## src/rtl/adc_conv_pkg.sv

```systemverilog
package adc_conv_pkg;

   localparam int PS_W = 3;

   typedef struct packed {
      logic           en;
      logic           busy;
      logic           auto_trig;
      logic           flag;
      logic           int_en;
      logic [PS_W-1:0] ps;
   } ctrl_view_t;

endpackage

```

## src/rtl/adc_clk_div.sv

```systemverilog
module adc_clk_div #(
   parameter int PS_W = 3
) (
   input  logic            clk,
   input  logic            rst_n,
   input  logic            run,
   input  logic [PS_W-1:0] ps,
   output logic            tick
);
   localparam int CW = (1 << PS_W) - 1;

   logic [CW-1:0] cnt;
   logic [CW:0]   div;

   always_comb begin
      if (ps == '0) div = (CW+1)'(2);
      else          div = (CW+1)'(1) << ps;
   end

   assign tick = run && ({1'b0, cnt} == div - (CW+1)'(1));

   always_ff @(posedge clk) begin
      if (!rst_n || !run || tick) cnt <= '0;
      else                        cnt <= cnt + CW'(1);
   end
endmodule

```

## src/rtl/adc_trig_edge.sv

```systemverilog
module adc_trig_edge #(
   parameter int SYNC = 2
) (
   input  logic clk,
   input  logic rst_n,
   input  logic trig_in,
   output logic rise
);
   logic smp;
   logic smp_q;

   generate
      if (SYNC == 0) begin : g_direct
         assign smp = trig_in;
      end else begin : g_sync
         logic [SYNC-1:0] chain;
         always_ff @(posedge clk) begin
            if (!rst_n) chain <= '0;
            else        chain <= {chain[SYNC-2:0], trig_in};
         end
         assign smp = chain[SYNC-1];
      end
   endgenerate

   always_ff @(posedge clk) begin
      if (!rst_n) smp_q <= 1'b0;
      else        smp_q <= smp;
   end

   assign rise = smp & ~smp_q;
endmodule

```

## src/rtl/adc_conv_seq.sv

```systemverilog
module adc_conv_seq #(
   parameter int FIRST_LEN = 25,
   parameter int NORM_LEN  = 13
) (
   input  logic clk,
   input  logic rst_n,
   input  logic start,
   input  logic first_req,
   input  logic tick,
   output logic busy,
   output logic done,
   output logic first
);
   localparam int TW = $clog2(FIRST_LEN + 1);

   logic [TW-1:0] tcnt;
   logic [TW-1:0] last;

   assign last = first ? TW'(FIRST_LEN - 1) : TW'(NORM_LEN - 1);
   assign done = busy && tick && (tcnt == last);

   always_ff @(posedge clk) begin
      if (!rst_n) begin
         busy  <= 1'b0;
         first <= 1'b0;
         tcnt  <= '0;
      end else if (start) begin
         busy  <= 1'b1;
         first <= first_req;
         tcnt  <= '0;
      end else if (done) begin
         busy  <= 1'b0;
         first <= 1'b0;
      end else if (busy && tick) begin
         tcnt  <= tcnt + TW'(1);
      end
   end
endmodule

```

## src/rtl/adc_conv_ctl.sv

```systemverilog
module adc_conv_ctl
   import adc_conv_pkg::*;
#(
   parameter int CH_W      = 4,
   parameter int DATA_W    = 10,
   parameter int FIRST_LEN = 25,
   parameter int NORM_LEN  = 13,
   parameter int TRIG_SYNC = 2
) (
   input  logic              clk,
   input  logic              rst_n,
   input  logic              reg_wr,
   input  logic              reg_addr,
   input  logic [7:0]        reg_wdata,
   output logic [7:0]        reg_rdata,
   input  logic              irq_ack,
   input  logic              ext_trig,
   input  logic [DATA_W-1:0] result_in,
   output logic              conv_start,
   output logic              conv_first,
   output logic              conv_clk_en,
   output logic [CH_W-1:0]   conv_chan,
   output logic [DATA_W-1:0] result_out,
   output logic              irq
);
   generate
      if (CH_W < 1 || CH_W > 6) begin : g_bad_ch
         $error("adc_conv_ctl: CH_W must be 1..6");
      end
      if (NORM_LEN < 1 || FIRST_LEN < NORM_LEN) begin : g_bad_len
         $error("adc_conv_ctl: need 1 <= NORM_LEN <= FIRST_LEN");
      end
      if (TRIG_SYNC == 1 || TRIG_SYNC < 0) begin : g_bad_sync
         $error("adc_conv_ctl: TRIG_SYNC must be 0 or >= 2");
      end
   endgenerate

   logic            en_r, ate_r, ie_r, flag_r, fr_r;
   logic [PS_W-1:0] ps_r;
   logic [CH_W-1:0] ch_r, ch_p;
   logic            pend_v;
   logic            init_done;
   logic            done_q;
   logic            busy, done, tick, trig_rise;
   logic            wr_ctl, wr_ch;
   logic            sw_start, trig_start, fr_start, start_now;
   ctrl_view_t      view;

   assign wr_ctl = reg_wr && !reg_addr;
   assign wr_ch  = reg_wr &&  reg_addr;

   assign sw_start   = wr_ctl && reg_wdata[6] && reg_wdata[7];
   assign trig_start = en_r && ate_r && !fr_r && trig_rise;
   assign fr_start   = en_r && ate_r && fr_r && done_q;
   assign start_now  = !busy && (sw_start || trig_start || fr_start);

   adc_clk_div #(.PS_W(PS_W)) u_div (
      .clk(clk), .rst_n(rst_n), .run(busy), .ps(ps_r), .tick(tick)
   );

   adc_trig_edge #(.SYNC(TRIG_SYNC)) u_trig (
      .clk(clk), .rst_n(rst_n), .trig_in(ext_trig), .rise(trig_rise)
   );

   adc_conv_seq #(.FIRST_LEN(FIRST_LEN), .NORM_LEN(NORM_LEN)) u_seq (
      .clk(clk), .rst_n(rst_n), .start(start_now), .first_req(!init_done),
      .tick(tick), .busy(busy), .done(done), .first(conv_first)
   );

   // control word
   always_ff @(posedge clk) begin
      if (!rst_n) begin
         en_r   <= 1'b0;
         ate_r  <= 1'b0;
         ie_r   <= 1'b0;
         ps_r   <= '0;
         flag_r <= 1'b0;
      end else begin
         if (wr_ctl) begin
            en_r  <= reg_wdata[7];
            ate_r <= reg_wdata[5];
            ie_r  <= reg_wdata[3];
            ps_r  <= reg_wdata[PS_W-1:0];
         end
         if (done)
            flag_r <= 1'b1;
         else if (irq_ack || (wr_ctl && reg_wdata[4]))
            flag_r <= 1'b0;
      end
   end

   // sequencing state, result capture, start pulse
   always_ff @(posedge clk) begin
      if (!rst_n) begin
         init_done  <= 1'b0;
         done_q     <= 1'b0;
         conv_start <= 1'b0;
         result_out <= '0;
      end else begin
         done_q     <= done;
         conv_start <= start_now;
         if (done) begin
            init_done  <= 1'b1;
            result_out <= result_in;
         end else if (!en_r && !busy) begin
            init_done  <= 1'b0;
         end
      end
   end

   // channel / mode word with deferred channel update
   always_ff @(posedge clk) begin
      if (!rst_n) begin
         fr_r   <= 1'b0;
         ch_r   <= '0;
         ch_p   <= '0;
         pend_v <= 1'b0;
      end else begin
         if (wr_ch) begin
            fr_r <= reg_wdata[7];
            if (!busy || done) begin
               ch_r   <= reg_wdata[CH_W-1:0];
               pend_v <= 1'b0;
            end else begin
               ch_p   <= reg_wdata[CH_W-1:0];
               pend_v <= 1'b1;
            end
         end else if (done && pend_v) begin
            ch_r   <= ch_p;
            pend_v <= 1'b0;
         end
      end
   end

   assign conv_chan   = ch_r;
   assign conv_clk_en = tick;
   assign irq         = flag_r && ie_r;

   always_comb begin
      view.en        = en_r;
      view.busy      = busy;
      view.auto_trig = ate_r;
      view.flag      = flag_r;
      view.int_en    = ie_r;
      view.ps        = ps_r;
      if (reg_addr) begin
         reg_rdata    = 8'(pend_v ? ch_p : ch_r);
         reg_rdata[7] = fr_r;
      end else begin
         reg_rdata    = view;
      end
   end
endmodule

```

## config.mk

```make
export PLATFORM = sky130hd
export DESIGN_NAME = adc_conv_ctl
export DESIGN_NICKNAME = d
export VERILOG_FILES = /design/src/rtl/adc_conv_pkg.sv /design/src/rtl/adc_clk_div.sv /design/src/rtl/adc_trig_edge.sv /design/src/rtl/adc_conv_seq.sv /design/src/rtl/adc_conv_ctl.sv
export SDC_FILE = /design/constraint.sdc
export NUM_CORES = 1
export LEC_CHECK = 0
export BUFFER_PORTS_ARGS = -buffer_cell sky130_fd_sc_hd__buf_2
export CAP_MARGIN = 0
export CORE_UTILIZATION = 40
export DETAILED_ROUTE_END_ITERATION = 6
export PLACE_DENSITY_LB_ADDON = 0.12
export SLEW_MARGIN = 10
export SYNTH_ARGS = -nofsm -noshare
export SYNTH_HDL_FRONTEND = slang
export SYNTH_SLANG_ARGS = --single-unit
```

## constraint.sdc

```tcl
create_clock -name clk -period 2.9 [get_ports clk]
set_input_delay 0.58 -clock clk [delete_from_list [all_inputs] [get_ports clk]]
set_output_delay 0.58 -clock clk [all_outputs]
set_load 0.02 [all_outputs]
```

==> results.ini <==
[floorplan]
placementRows = 26
die_h_um = 76.6
dieArea_um2 = 5860
num_io_pins = 50
initial_utilization = 0.425
core-area_um2 = 5240
dieWidth_um = 76.6

[detailed_routing]
drt_wl_total_um = 5060
ant_nets = 0
drt-wirelength-per-cell_um = 13.2
route.vias.total = 1925
drt_iter0_drc = 67
via_per_inst = 5.03
first_pass_iters = 4
drc = 0

[setup_path]
r2r_start = ps_r[1]$_SDFFE_PN0P_
r2r_slack_ps = 190
start_kind = register
worst-path-buf-inv = 1
r2r_cells = 9
worstSetupPathType = register to output pin
crit_path_max_incr_delay_ps = 370
crit_family = compound AO/OA/AOI/OAI gates
critical_path_required_ps = 2320
reg2reg_to = u_seq.tcnt[3]$_SDFFE_PP0P_
cp_cell_sequence = or2_4 > ha_4 > a21boi_2 > a2111o_1 > a21o_1 > a211oi_2 > buf_4
cp-end-kind = output pin
cp_slowest_cell = dfxtp_4
cp_max_fo = 5
cp.arrival_ps = 2210

[hold_path]
worstHoldPathType = register to register
whs_path_depth = 1
hold_start = u_trig.g_sync.chain[0]$_SDFF_PN0_
hold_path_end = u_trig.g_sync.chain[1]$_SDFF_PN0_

[synthesis]
syn_nets = 284
synth_most_common_cell = dfxtp_1
ys_seq_elements = 47
synth_top_area_frac = 0.423
syn_area_um2 = 2220
synth.largest_area_cell = dfxtp_1
synth.area.top_cells = dfxtp_1 42%, mux2i_1 8.5%, nand2_1 5.2%, nor2_1 5.1%, a21oi_1 4.0%
ys_seq_area_frac = 0.423
synth_cell_type_count = 40
yosys-top-cells-count = 47 x dfxtp_1, 31 x nand2_1, 30 x nor2_1
synth_ff_type = dfxtp_1
synth_edf_count = 0
ys_warn_count = 0
synth.avg_cell_area_um2 = 8.69
synthCells = 256
synthArstFlopShare = 0

[global_routing]
grt_pass1_vias = 1753
grt.overflow.total = 0
grt_max_degree = 24
grt_util_all_layers = 0.180
antenna_found_initial = 0
grt_pass1_wl_um = 8450

[clock_network]
cts_tree = built
cts.clk_slew.worst_paths_ps = 90
htree_levels = 2
clock_latency_ps = 300
ctsHoldBuffers = 0
clock-root-buffer = clkbuf_8
cts.sinks = 47
cts_buffers = 5
clockBufferDepth = 2

[job]
maxCapViolations = 0

[timing]
tns_ps = 0
fmax_mhz = 358
finalCriticalPeriod_ps = 2790
final-max-slew-violation-count = 0
skew_ps = 5.34
tightest_slew_ps = 509
hold_violations = 0
rsz0062_at_grt = no
fin_hold_ws_ps = 440
fin_crit_sh = 0.963
relSlewSlack = 0.658
setup_viol = 0
finalWorstSetupSlack_ps = 108

[power_and_ir_drop]
p_total_mw = 1.30
vdd_drop_max_uv = 292
powerDensity_nw_per_um2 = 475
power.leakage_nw = 1.10

[cells_and_area]
post-route-util = 0.522
fin_cells = 383
diodes = 0
fin_nets = 341
syn2layout_area_growth_pct = 23.0
design_area_um2 = 2740
layout-drive-gt1-share = 0.256

[place]
dpl_cell_area_um2 = 2580
dp_slack_ps = 149
numPortBuffers = 49
gp_congestion = 0.773
place_inst = 373
hpwlAfterDp_um = 3550

[run_status]
status = completed

-- cell usage in the layout, fill, tap and decap left out, types with 7 or more instances in the layout --
cell type	n
nand3b_1	7
dfxtp_1	45
buf_4	14
nor2_1	30
nand3_1	10
a21oi_1	18
buf_2	48
nand2_1	31
inv_1	10
mux2i_1	19
-- what timing repair did --
| action | CTS | global route |
|---|---|---|
| setup endpoints to repair | 1 | 5 |
| pin swaps | 2 | 2 |
| setup buffers | 3 | 0 |
| gates resized for setup | 6 | 2 |
| gates cloned | 0 | 0 |
-- cell type report --
cell class	instances	area, um^2
Tap cell	70	87.6
Inverter	10	37.5
Clock inverter	1	30.0
Multi-Input combinational cell	187	1220
Sequential cell	47	946
Clock buffer	6	72.6
Fill cell	503	2500
Timing Repair Buffer	62	345
-- sequential cells by signal, indices dropped and copies added (netlist names), 2 cells and up --
| register | cells |
|---|---|
| result_out | 10 |
| u_div.cnt | 7 |
| u_seq.tcnt | 5 |
| ch_p | 4 |
| conv_chan | 4 |
| ps_r | 3 |
| u_trig.g_sync.chain | 2 |
-- logic make-up (layout without fill, tap and decap cells) --
kind of cell	after synthesis	in the layout	synth area share
simple gates	108	108	0.239
flops	47	47	0.423
compound gates	46	46	0.148
buf+inv	22	79	0.0416
mux	20	20	0.0905
xor+xnor	9	9	0.0354
fa+ha+maj	4	4	0.0225
-- worst max-delay path by stage --
stage | startpoint | end | cells past startpoint
2_1_floorplan | ps_r[1]$_SDFFE_PN0P_ | result_out[9]$_SDFFE_PN0P_ | 10
3_3_place_gp | ps_r[1]$_SDFFE_PN0P_ | u_seq.tcnt[3]$_SDFFE_PP0P_ | 8
3_5_place_dp | ps_r[1]$_SDFFE_PN0P_ | u_seq.tcnt[3]$_SDFFE_PP0P_ | 8
4_1_cts | ps_r[2]$_SDFFE_PN0P_ | conv_clk_en | 7
5_1_grt | ps_r[1]$_SDFFE_PN0P_ | conv_clk_en | 7
6_report | ps_r[1]$_SDFFE_PN0P_ | conv_clk_en | 7
-- per-layer routing --
layer / GRT usage / up-vias / part of all wire / routed length [um]
met2: 0.288 / 54 / 0.45 / 2270
met1: 0.238 / 874 / 0.49 / 2460
met3: 0.0467 / 5 / 0.055 / 280
li1: - / 992 / - / -
met4: 0.0519 / 0 / 0.0099 / 50
met5: 0 / - / 0 / 0
-- power breakdown --
group          total (mW)  internal [mW]  switching (mW)
Combinational       0.152         0.0649          0.0873
Clock               0.468          0.253           0.215
Sequential          0.679          0.661          0.0183
(Power assumes the default switching activity.)
